<file path="src/rtl/rxq_pkg.sv">
package rxq_pkg;
  localparam int RXQ_DATA_W  = 8;
  localparam int RXQ_STAT_W  = 4;
  localparam int RXQ_ENTRY_W = RXQ_DATA_W + RXQ_STAT_W;
  // Status bit positions inside an entry (decoded by software via rx_status)
  localparam int RXQ_FRAME_BIT = 8;
  localparam int RXQ_PARITY_BIT = 9;
  localparam int RXQ_BREAK_BIT = 10;
  localparam int RXQ_OVRUN_BIT = 11;

  typedef logic [RXQ_ENTRY_W-1:0] rxq_entry_t;
  typedef logic [RXQ_STAT_W-1:0]  rxq_stat_t;
endpackage

</file>
<file path="src/rtl/rxq_ctrl.sv">
// Occupancy, read position and mode tracking for the receive queue.
module rxq_ctrl #(
  parameter int DEPTH = 16,
  localparam int PTR_W = $clog2(DEPTH),
  localparam int CNT_W = $clog2(DEPTH) + 1
) (
  input  logic             clk,
  input  logic             rst_n,
  input  logic             fifo_en,
  input  logic             push_valid,
  input  logic             pop,
  output logic             can_accept,
  output logic             empty,
  output logic             full,
  output logic             wr_en,
  output logic [PTR_W-1:0] wr_slot,
  output logic [PTR_W-1:0] rd_ptr,
  output logic             pop_seen,
  output logic             set_ev,
  output logic             clr_ev
);
  localparam logic [CNT_W-1:0] FULL_CNT = CNT_W'(DEPTH);
  localparam logic [CNT_W-1:0] ONE_CNT  = CNT_W'(1);
  localparam logic [PTR_W-1:0] WRAP_MSK = PTR_W'(DEPTH - 1);

  logic             fen_q, fen_d;
  logic [CNT_W-1:0] cnt_q, cnt_d;
  logic [PTR_W-1:0] rptr_q, rptr_d;
  logic [CNT_W-1:0] eff_depth;
  logic [PTR_W-1:0] slot_msk;
  logic             mode_chg, push_ok, pop_ok;

  always_comb begin
    eff_depth  = fen_q ? FULL_CNT : ONE_CNT;
    slot_msk   = fen_q ? WRAP_MSK : '0;
    mode_chg   = (fifo_en != fen_q);
    can_accept = (cnt_q < eff_depth);
    push_ok    = push_valid && can_accept && !mode_chg;
    pop_ok     = pop && (cnt_q != '0) && !mode_chg;
    pop_seen   = pop && !mode_chg;
    wr_en      = push_ok;
    wr_slot    = (rptr_q + cnt_q[PTR_W-1:0]) & slot_msk;
    set_ev     = push_ok && (cnt_q == '0);
    clr_ev     = pop_ok && !push_ok && (cnt_q == ONE_CNT);
    empty      = (cnt_q == '0);
    full       = (cnt_q == eff_depth);
    rd_ptr     = rptr_q;

    fen_d  = fifo_en;
    cnt_d  = cnt_q;
    rptr_d = rptr_q;
    if (mode_chg) begin
      cnt_d  = '0;
      rptr_d = '0;
    end else begin
      if (push_ok && !pop_ok) cnt_d = cnt_q + ONE_CNT;
      if (pop_ok && !push_ok) cnt_d = cnt_q - ONE_CNT;
      if (pop_ok) rptr_d = (rptr_q + PTR_W'(1)) & slot_msk;
    end
  end

  always_ff @(posedge clk or negedge rst_n) begin
    if (!rst_n) begin
      fen_q  <= 1'b0;
      cnt_q  <= '0;
      rptr_q <= '0;
    end else begin
      fen_q  <= fen_d;
      cnt_q  <= cnt_d;
      rptr_q <= rptr_d;
    end
  end
endmodule

</file>
<file path="src/rtl/rxq_store.sv">
// Entry storage: one register per slot, single write port, one read port.
module rxq_store
  import rxq_pkg::*;
#(
  parameter int DEPTH = 16,
  localparam int PTR_W = $clog2(DEPTH)
) (
  input  logic             clk,
  input  logic             wr_en,
  input  logic [PTR_W-1:0] wr_slot,
  input  rxq_entry_t       wr_data,
  input  logic [PTR_W-1:0] rd_slot,
  output rxq_entry_t       rd_data
);
  rxq_entry_t cells [DEPTH];

  for (genvar g = 0; g < DEPTH; g++) begin : g_slot
    rxq_entry_t cell_q;
    logic       cell_we;
    assign cell_we = wr_en && (wr_slot == PTR_W'(g));
    always_ff @(posedge clk) begin
      if (cell_we) cell_q <= wr_data;
    end
    assign cells[g] = cell_q;
  end

  assign rd_data = cells[rd_slot];
endmodule

</file>
<file path="src/rtl/rxq_flags.sv">
// Receive-status register and registered interrupt request pulses.
module rxq_flags
  import rxq_pkg::*;
(
  input  logic       clk,
  input  logic       rst_n,
  input  logic       pop_seen,
  input  logic       stat_clr,
  input  rxq_entry_t head,
  input  logic       set_ev,
  input  logic       clr_ev,
  output rxq_stat_t  rx_status,
  output logic       irq_set,
  output logic       irq_clr
);
  rxq_stat_t stat_q, stat_d;
  logic      set_q, clr_q;

  always_comb begin
    stat_d = stat_q;
    if (stat_clr)      stat_d = '0;
    else if (pop_seen) stat_d = head[RXQ_ENTRY_W-1:RXQ_DATA_W];
  end

  always_ff @(posedge clk or negedge rst_n) begin
    if (!rst_n) begin
      stat_q <= '0;
      set_q  <= 1'b0;
      clr_q  <= 1'b0;
    end else begin
      stat_q <= stat_d;
      set_q  <= set_ev;
      clr_q  <= clr_ev;
    end
  end

  assign rx_status = stat_q;
  assign irq_set   = set_q;
  assign irq_clr   = clr_q;
endmodule

</file>
<file path="src/rtl/uart_rxq.sv">
// Switchable-depth UART receive queue (DEPTH must be a power of two, >= 2).
module uart_rxq
  import rxq_pkg::*;
#(
  parameter int DEPTH = 16
) (
  input  logic        clk,
  input  logic        rst_n,
  input  logic        fifo_en,
  input  logic        push_valid,
  input  logic [11:0] push_data,
  output logic        can_accept,
  input  logic        pop,
  output logic [11:0] pop_data,
  input  logic        stat_clr,
  output logic [3:0]  rx_status,
  output logic        empty,
  output logic        full,
  output logic        irq_set,
  output logic        irq_clr
);
  localparam int PTR_W = $clog2(DEPTH);

  logic             wr_en, pop_seen, set_ev, clr_ev;
  logic [PTR_W-1:0] wr_slot, rd_ptr;
  rxq_entry_t       head;

  rxq_ctrl #(.DEPTH(DEPTH)) u_ctrl (
    .clk(clk), .rst_n(rst_n), .fifo_en(fifo_en),
    .push_valid(push_valid), .pop(pop),
    .can_accept(can_accept), .empty(empty), .full(full),
    .wr_en(wr_en), .wr_slot(wr_slot), .rd_ptr(rd_ptr),
    .pop_seen(pop_seen), .set_ev(set_ev), .clr_ev(clr_ev)
  );

  rxq_store #(.DEPTH(DEPTH)) u_store (
    .clk(clk), .wr_en(wr_en), .wr_slot(wr_slot), .wr_data(push_data),
    .rd_slot(rd_ptr), .rd_data(head)
  );

  rxq_flags u_flags (
    .clk(clk), .rst_n(rst_n), .pop_seen(pop_seen), .stat_clr(stat_clr),
    .head(head), .set_ev(set_ev), .clr_ev(clr_ev),
    .rx_status(rx_status), .irq_set(irq_set), .irq_clr(irq_clr)
  );

  assign pop_data = head;
endmodule

</file>
<file path="config.mk">
export PLATFORM = sky130hd
export DESIGN_NAME = uart_rxq
export DESIGN_NICKNAME = d
export VERILOG_FILES = /design/src/rtl/rxq_pkg.sv /design/src/rtl/rxq_ctrl.sv /design/src/rtl/rxq_store.sv /design/src/rtl/rxq_flags.sv /design/src/rtl/uart_rxq.sv
export SDC_FILE = /design/constraint.sdc
export NUM_CORES = 1
export LEC_CHECK = 0
export BUFFER_PORTS_ARGS = -buffer_cell sky130_fd_sc_hd__buf_2
export CORE_MARGIN = 4
export CORE_UTILIZATION = 60
export DETAILED_ROUTE_END_ITERATION = 8
export GPL_TIMING_DRIVEN = 0
export PLACE_DENSITY_LB_ADDON = 0.3
export SLEW_MARGIN = 40
export SYNTH_ARGS = -nofsm -noshare
export SYNTH_HDL_FRONTEND = slang
export SYNTH_SLANG_ARGS = --single-unit
export TNS_END_PERCENT = 100
</file>
<file path="constraint.sdc">
create_clock -name clk -period 9.2 [get_ports clk]
set_input_delay 1.38 -clock clk [delete_from_list [all_inputs] [get_ports clk]]
set_output_delay 1.38 -clock clk [all_outputs]
set_load 0.01 [all_outputs]
</file>
* Yosys cells after proc, flatten, opt, wreduce, memory -nomap -nowiden
Cells that the tools add are included.
** Storage, ports and cells
- Register bits :: 208
- Bits of input ports :: 18
- Output and inout bits :: 21
- Logic and storage cells :: 95
** Operators by class
- $add $sub $neg :: 4
- Magnitude comparators :: 2
- Eq/ne operators :: 18
- Multiplexer cells :: 12
- Bitwise operators :: 3
- Reduce and logical (&&, ||, !) cells :: 34
** Operators with widths (number)
- binary-select mux 12 bit (select 4 bit) :: 1
- equality test 4 bit, second input constant :: 8
- logical AND 1 bit :: 25
- two-way mux 12 bit :: 2
- two-way mux 4 bit :: 5
- two-way mux 5 bit :: 4
- equality test 4 x 3 -> 1 bit, second input constant :: 4
- AND 4 bit :: 2
- equality test 4 x 2 -> 1 bit, second input constant :: 2
- adder 5 x 1 -> 5 bit, second input constant :: 1
- equality test 5 x 1 -> 1 bit, second input constant :: 1
- equality test 5 bit :: 1
- >= comparator 5 bit, second input constant :: 1
- logical NOT 5 bit :: 1
- less-than comparator 5 bit :: 1
- NOT 4 -> 5 bit :: 1
- nonzero test 5 bit :: 1
- subtractor 5 x 1 -> 5 bit, second input constant :: 1
- adder 4 x 1 -> 4 bit, second input constant :: 1
- adder 4 bit :: 1
- equality test 4 x 1 -> 1 bit, second input constant :: 1
- logical NOT 4 bit :: 1
- nonzero test 2 bit :: 2
- logical NOT 1 bit :: 3
- 2 further kinds :: 2

* Depth between registers and ports, before layout
Gate-level depths: netlist of the first run.
- Word-level depth :: 8
- Gate-level depth with buffers :: 11
- Gate-level depth less buffers :: 10

* By module
From an unflattened synthesis of the first run, not the netlist that was laid out.
** Unflattened totals
- Cell total of the unflattened synthesis :: 431
- Area, all modules :: 8480.6 um^2
** Modules (own cells, without submodules)
- rxq_store :: instances 1, cells each 317, area each 7359.6 um^2, sequential area each 5765.5 um^2
- rxq_ctrl :: instances 1, cells each 99, area each 910.9 um^2, sequential area each 250.2 um^2
- rxq_flags :: instances 1, cells each 15, area each 210.2 um^2, sequential area each 150.1 um^2

* Worst setup path before layout of the first run
No wires, ideal clock.
- Path kind :: input to register
- Start :: input fifo_en
- End :: register u_store.g_slot[13].cell_q[0], enable pin
- Setup time :: 412 ps
- Data arrival time :: 3055 ps
- Required time :: 8788 ps
- Setup slack :: 5732 ps
- Stages on the path :: 4
- Path buffers :: 0
- Path through :: nand2_1 > nor3b_1 > nand3_1 > nor4_1
** Between the ends
- Cells in the longest elaborated chain, start to end :: 4
** RTL lines
- start, declared :: RTL line uart_rxq.sv:9 : input logic fifo_en,
- != test 1 bit :: RTL line rxq_ctrl.sv:36 : mode_chg = (fifo_en != fen_q);
- logical NOT 1 bit :: RTL line rxq_ctrl.sv:38 : push_ok = push_valid && can_accept && !mode_chg;
- logical AND 1 bit :: RTL line rxq_ctrl.sv:38
- logical AND 1 bit :: RTL line rxq_store.sv:20 : assign cell_we = wr_en && (wr_slot == PTR_W'(g));
- named net u_store.g_slot[13].cell_we :: RTL line rxq_store.sv:19 : logic cell_we;
- end signal, assigned :: RTL line rxq_store.sv:22 : if (cell_we) cell_q <= wr_data;
- end, declared :: RTL line rxq_store.sv:18 : rxq_entry_t cell_q;
The timed path passes the listed nets, and every way through them passes these cells.
A chain may end at the register's enable or synchronous reset.

* Worst setup path after layout of the first run
- Start :: register u_ctrl.rptr_q[1], in the netlist u_ctrl.rd_ptr[1]
- End :: output pop_data[7]
** Between the ends
- Cells in the longest elaborated chain, start to end :: 4
** RTL lines
- start, declared :: RTL line rxq_ctrl.sv:28 : logic [PTR_W-1:0] rptr_q, rptr_d;
- start signal, assigned :: RTL line rxq_ctrl.sv:70 : rptr_q <= rptr_d;
- NOT 4 -> 5 bit (not written as such) :: RTL line rxq_store.sv:27 : assign rd_data = cells[rd_slot];
- binary-select mux 12 bit (select 4 bit) :: RTL line rxq_store.sv:27
- two-way mux 12 bit (not written as such) (2 in series) :: RTL line rxq_store.sv:27
- end, declared :: RTL line uart_rxq.sv:14 : output logic [11:0] pop_data,
No other way between the ends. The select of a mux whose other input is x is not followed.

==> results by group, run 1 <==
Synthesis
  – Most common cell in the netlist: edfxtp_1
  – Synth top cells by count: edfxtp_1, mux4_2, dfrtp_1
  – Top cell type's share of synthesized area: 0.681
  – Most area-consuming cells after synthesis: edfxtp_1, mux4_2, dfrtp_1, mux4_1, ha_1
  – Register area share after synthesis: 0.729
  – Post-synth EDFFs: approximately 190
  – Ys Warns: 0
  – Post-Synthesis Cells: around 400
  – Syn Nets: about 430
  – Distinct cells, synth: around 40
  – Yosys reg bits: ~210
  – Synth Flop Type: edfxtp_1
  – Syn avg cell area: about 21 um2
  – Mapped Area: 8460 um2
  – Asr flop ratio synth: 0.0769
  – Cell taking the most area after synthesis: edfxtp_1

CTS
  – Clock insertion delay at the later pin of the skew report: between 0.5 and 0.6 ns
  – Root Driver: clkbuf_16
  – Total CTS buffers: 22
  – CTS tree: built
  – Cts-stage hold buffer count: 0
  – Clock tree buffer depth: 3
  – H-Tree Depth: 1
  – CTS clk-pin slew, worst paths: around 0.060 ns
  – Post-CTS Setup Inserts: 0
  – CTS resizes: 0
  – Clk sinks: between 200 and 250

Timing
  – Fmax: around 0.22 GHz
  – Clock Skew: 0.0227 ns
  – Least-Margin Pin Slew: about 0.82 ns
  – Worst slew margin: 0.452
  – Final period util: 0.488
  – Final Setup Violations: 0
  – RSZ-0062 raised after global routing: false
  – Hold Fails Final Rpt: 0
  – Fin Setup TNS: 0 ns
  – Max-slew violation count: 0
  – Final min period: ~4.5 ns

Route
  – WL met3: between 1.5 and 2 mm
  – Vias per cell: approximately 6.6
  – Drt total wl: 19.7 mm
  – Top Layer Used: met4
  – # DRC: 0
  – Antenna-violating nets left: 0
  – DR pass1 iterations: 5
  – Wl on met1: about 7.7 mm
  – Drt wl/cell: roughly 29 um
  – Vias: between 4000 and 5000
  – Met2 Wirelength: 9.69 mm
  – DRT iter0 DRCs: between 500 and 600

GRT
  – Total track usage: 0.258
  – Largest net degree at the start of global routing: 17
  – First-pass GRT wire length: between 30 and 40 mm
  – Congestion Overflow GR: 0
  – Vias in the first global route: 4765
  – Initial antenna violation count: 0

Critical path
  – Worst r2r dst: u_store.g_slot[11].cell_q[7]
  – Flop-to-flop setup slack: approximately 5.6 ns
  – Worst Path Required: 7.82 ns
  – Reg2reg path depth: 9
  – Critical Path Sink: pop_data[7]
  – CP Class: register to primary output
  – Critical Path Start Type: register
  – Crit path from: u_ctrl.rd_ptr[1]
  – WP data arrival: ~3.1 ns
  – Worst reg2reg path startpoint: u_ctrl.fen_q
  – Maximum fanout along the worst path: 10
  – Endpoint type of the worst setup path: primary output

Floorplanning
  – FP Rows: 43
  – Die W: around 130 um
  – I/O Pins: 39
  – Starting Density: 0.612
  – Die footprint: between 15000 and 20000 um2
  – Core area: 13800 um2
  – Die height: between 100 and 150 um

Pwr
  – Clock power frac: 0.394
  – Sw frac: 0.237
  – Leakage power total: about 0.0034 uW
  – Power per cell area: 215 nW/um2
  – Maximum vdd drop: roughly 140 uV
  – Internal: 1630 uW
  – Flop pwr share: 0.498
  – Comb power frac: 0.108
  – Psw: about 510 uW

Cells and area
  – Non-Filler Instances: ~700
  – Register Area: approximately 6200 um2
  – Share of cells above drive strength 1: 0.375
  – Area Growth Syn to Fin: 17.7%
  – Multi-input gate area in the final layout: between 2000 and 2500 um2
  – Number of fill cells in the layout: about 770
  – Ant diodes: 0
  – Layout Nets: 527

Placement
  – DP Cell Count: 652
  – DP HPWL: roughly 12 mm
  – Port bufs: 37
  – Global placer's final weighted congestion: 0.753

Run
  – Max Cap Violations: 0

Outcome
  – Status: completed

Hold path
  – Hold WC Path Type: register to register
layout make-up:
class | instances | area share
sequential | 208 | 0.619
tap | 180 | 0.0226
clock inverter | 12 | 0.00992
multi-input combinational | 169 | 0.232
inverter | 5 | 0.00188
timing repair buffer | 70 | 0.0435
buffer | 20 | 0.0122
clock buffer | 28 | 0.0585
critical path, stage by stage, from the launching register on:
cell	delay, ns
dfrtp_1	0.45
buf_2	0.35
buf_1	0.67
mux4_2	0.46
mux4_2	0.51
buf_2	0.16
worst min path at each step:
stage,from,to,slack [ns],cells after the start
global placement,u_ctrl.cnt_q[4],u_flags.irq_clr,0.51,1
CTS,u_flags.rx_status[2],u_flags.rx_status[2],0.53,2
detailed placement,u_flags.rx_status[2],u_flags.rx_status[2],0.52,2
finish,u_flags.rx_status[0],u_flags.rx_status[0],0.53,2
floorplan,u_ctrl.cnt_q[4],u_flags.irq_clr,0.47,1
global route,u_ctrl.cnt_q[4],u_flags.irq_clr,0.55,1
kinds of logic (layout without fill, tap and decap cells):
logic type,count (synthesis),count (layout),synth area share
AOI/OAI and AO/OA,28,28,0.0220
and+or+nand+nor,57,57,0.0373
adders and majority gates,13,13,0.0201
buffers and inverters,25,135,0.0163
muxes,61,61,0.164
DFF,208,208,0.729
xor gates and xnor gates,10,10,0.0112
power groups by stage:
stage	combinational [uW]	clock, uW	sequential (uW)
after CTS	233	850	1060
final	232	842	1060
after global placement	213	0	1080
after detailed placement	232	0	1080
after global routing	253	896	1060
after floorplan	149	0	1080
through the flow:
step           total power (uW)  hold WS, ns  worst slack, ns  area (um2)  utilization
2_1_floorplan              1230        0.466             5.73        8460            -
3_3_place_gp               1290        0.513             3.97        8870        0.642
3_5_place_dp               1310        0.521             5.29        9270        0.671
4_1_cts                    2150        0.529             4.71        9950        0.720
5_1_grt                    2210        0.548             4.61        9960        0.720
6_report                   2140        0.527             4.71        9960        0.720
layer usage:
metal / global-route usage / up-vias
met1: 0.370 / 2374
li1: - / 1881
met3: 0.0463 / 56
met2: 0.410 / 283
met4: 0.0877 / 0
met5: 0 / -
cell usage in the layout (no fill, tap or decap), types with 5 or more instances in the layout:
cell and n:
clkbuf_16 22, mux4_1 8, buf_2 65, ha_1 12, a211oi_4 5, xor2_1 5
clkinv_2 5, edfxtp_1 192, dfrtp_1 16, buf_4 5, nand3_1 12, clkbuf_1 8
a21oi_1 9, buf_6 10, mux4_2 52, nand2_1 12, nor4_2 5, nor2_1 8
sequential cells by signal, summed over array words and instances, names as in the netlist:
name / flops
u_ctrl.cnt_q: 5
u_ctrl.fen_q: 1
u_ctrl.rd_ptr: 4
u_flags.irq_clr: 1
u_flags.irq_set: 1
u_flags.rx_status: 4
u_store.g_slot.cell_q: 192
(Power assumes the default switching activity.)
==> run 2, diff against run 1 <==
ABC_AREA = 1   (was unset)
CORE_UTILIZATION = 55   (was 60)
clock period = 3.9 ns   (was 9.2 ns; I/O delays follow)
==> run 2 against run 1 <==
The run now ends with negative hold slack left. Critical endpoint is now pop_data[3]. Highest routed layer unchanged. Sequential share of layout area fell by 0.65 points. Synthesized cell count increased by 94%. Power is 130% higher. Combinational power increased by 140%.
==> results by group, run 2 <==
Floorplanning
  – Die height: roughly 140 um
  – FP Rows: 46
  – I/O Pins: 39
  – Die W: ~140 um
  – Die footprint: 18300 um2
  – Starting Density: 0.560
  – Core area: 15900 um2

GRT
  – Total track usage: 0.240
  – Largest net degree at the start of global routing: 17
  – Vias in the first global route: slightly above 6000
  – First-pass GRT wire length: 33.2 mm
  – Congestion Overflow GR: 0
  – GR Util met3: 0.0461
  – GRT busiest layer: met2
  – Initial antenna violation count: 0
  – Met2 GRT Util: 0.415
  – Grt met1 use: 0.308

Cells and area
  – Share of cells above drive strength 1: 0.127
  – Layout Nets: ~870
  – Ant diodes: 0
  – Most frequent cells in the layout: edfxtp_1, nand2_1, nor2_1, nand3_1, o21ai_0
  – Final instance area: a little over 10000 um2
  – Commonest non-fill, non-tap cell in the layout: edfxtp_1
  – Max reg flops: ~190
  – Area Growth Syn to Fin: 13.2%
  – Biggest register: u_store.g_slot.cell_q
  – Top Registers: u_store.g_slot.cell_q x192, u_ctrl.cnt_q x5

CTS
  – CTS resizes: 0
  – Root Driver: clkbuf_16
  – CTS clk-pin slew, worst paths: roughly 0.06 ns
  – Cts-stage hold buffer count: 0
  – Clock tree buffer depth: 3
  – Total CTS buffers: 22
  – Post-CTS Setup Inserts: 0
  – Clk sinks: roughly 210
  – CTS tree: built
  – Clock insertion delay at the later pin of the skew report: between 0.5 and 0.6 ns
  – H-Tree Depth: 1

Outcome
  – Status: finished with violations
  – Failing checks: negative hold slack

Critical path
  – CP Cell Sequence: buf_6 > inv_4 > buf_2 > nor2_1 > o211ai_1 > nand3_1 > nand2_1 > buf_2
  – Family with the most delay on the worst path: buffers and inverters
  – WP data arrival: about 2.5 ns
  – CP Class: register to primary output
  – Maximum fanout along the worst path: 10
  – Slowest-stage cell, CP: dfrtp_1
  – Critical Path Max Stage Delay: about 0.56 ns
  – Critical Path Start Type: register
  – Worst Path Required: ~3.3 ns
  – Crit path buf inv count: 4
  – Endpoint type of the worst setup path: primary output
  – Most used cell, CP: buf_2

Route
  – # DRC: 0
  – Drt total wl: roughly 22 mm
  – Antenna-violating nets left: 0
  – DR pass1 iterations: 5
  – DRT iter0 DRCs: between 600 and 700
  – Vias: slightly above 6000
  – Vias per cell: ~5.8
  – Drt wl/cell: a little over 20 um

Synthesis
  – Post-synth EDFFs: about 190
  – Syn avg cell area: about 11 um2
  – Synth Flop Type: edfxtp_1
  – Asr flop ratio synth: 0.0769
  – Ys Warns: 0
  – Register area share after synthesis: 0.693
  – Distinct cells, synth: 30
  – Most area-consuming cells after synthesis: edfxtp_1, nor2_1, nand2_1, dfrtp_1, nand3_1
  – Most common cell in the netlist: edfxtp_1
  – Post-Synthesis Cells: between 700 and 800
  – Syn Nets: 810
  – Top cell type's share of synthesized area: 0.648
  – Cell taking the most area after synthesis: edfxtp_1
  – Synth top cells by count: edfxtp_1, nor2_1, nand2_1, nand3_1, o21ai_0
  – Mapped Area: a little under 9000 um2
  – Yosys reg bits: about 210

Placement
  – Port bufs: 38
  – DP HPWL: 14.1 mm
  – Dpl cell area: ~9400 um2
  – Global placer's final weighted congestion: 0.893

Timing
  – Least-Margin Pin Slew: between 0.8 and 0.9 ns
  – Fmax: ~0.32 GHz
  – Final Setup Violations: 0
  – Worst slew margin: 0.400
  – Final min period: 3.08 ns
  – Max-slew violation count: 0
  – Clock Skew: 0.0266 ns
  – Hold Fails Final Rpt: 13
  – Final period util: 0.790
  – Hold slack: -0.00219 ns
  – RSZ-0062 raised after global routing: false
  – Fin Setup TNS: 0 ns

Pwr
  – Comb power frac: 0.115
  – Psw: 1210 uW
  – Flop pwr share: 0.507
  – Leakage power total: 0.00373 uW
  – Clock power frac: 0.378
  – Power per cell area: between 400 and 500 nW/um2
  – Sw frac: 0.247
  – Internal: 3680 uW
  – Maximum vdd drop: between 400 and 500 uV

Hold path
  – Hold WC Path Type: primary input to asynchronous set/reset pin

Run
  – Max Cap Violations: 0
==> run 2: area by class of cell <==
type | instances | area [um2]
flip-flops and latches | 208 | 6170
fillers | 1243 | 5820
multi-input cells | 467 | 2340
clock buffers | 29 | 577
well taps | 216 | 270
inverters | 65 | 246
plain buffers | 39 | 219
repair buffers | 38 | 190
clock inverters | 11 | 58.8
==> run 2: routing by layer <==
metal / share of wire / vias up
li1: - / 2834
met1: 0.38 / 2948
met2: 0.49 / 323
met3: 0.088 / 65
met4: 0.035 / 0
met5: 0 / -
==> run 2: worst register-to-register path, delay by kind of cell (launching register included) <==
family / cells / cell delay, ns
AND/OR/NAND/NOR: 4 / 1.26
adder cells (fa/ha/maj): 2 / 0.86
flip-flops: 1 / 0.56
==> run 2: path summary, 6_finish.rpt <==
| check | start | endpoint | slack (ns) | cells past startpoint |
|---|---|---|---|---|
| worst min register to register | u_flags.rx_status[3] | u_flags.rx_status[3] | 0.48 | 2 |
| max in group asynchronous | rst_n | u_ctrl.cnt_q[1] | 3.64 | 1 |
| worst min-delay path | rst_n | u_flags.rx_status[1] | -0.002 | 1 |
| worst max register to register | u_ctrl.rd_ptr[0] | u_store.g_slot[2].cell_q[11] | 0.83 | 6 |
| min in group clk | fifo_en | u_ctrl.fen_q | 0.23 | 1 |
| worst max-delay path | u_ctrl.rd_ptr[0] | pop_data[3] | 0.82 | 8 |
==> run 2: power by group through the flow <==
stage	Sequential [uW]	Clock, uW	Combinational [uW]
2_1_floorplan	2520	0	345
3_3_place_gp	2530	0	536
3_5_place_dp	2530	0	556
4_1_cts	2480	1870	559
5_1_grt	2480	1960	621
6_report	2480	1850	562
==> run 2: logic make-up (layout without fill, tap and decap cells) <==
group / after synthesis / in the layout / synth area share
AO/OA/AOI/OAI: 115 / 115 / 0.0753
flip-flops: 208 / 208 / 0.693
AND/OR/NAND/NOR: 336 / 336 / 0.157
XOR/XNOR: 3 / 3 / 0.00296
adder cells (fa/ha/maj): 13 / 13 / 0.0191
buffers and inverters: 104 / 182 / 0.0523
==> run 2: through the flow <==
stage | total power (uW) | utilization | setup slack (ns) | cells
2_1_floorplan | 2870 | - | 1.46 | 779
3_3_place_gp | 3060 | 0.589 | 0.662 | 1033
3_5_place_dp | 3080 | 0.593 | 0.904 | 1033
4_1_cts | 4910 | 0.633 | 0.810 | 1073
5_1_grt | 5060 | 0.634 | 0.667 | 1073
6_report | 4890 | 0.634 | 0.820 | 1073
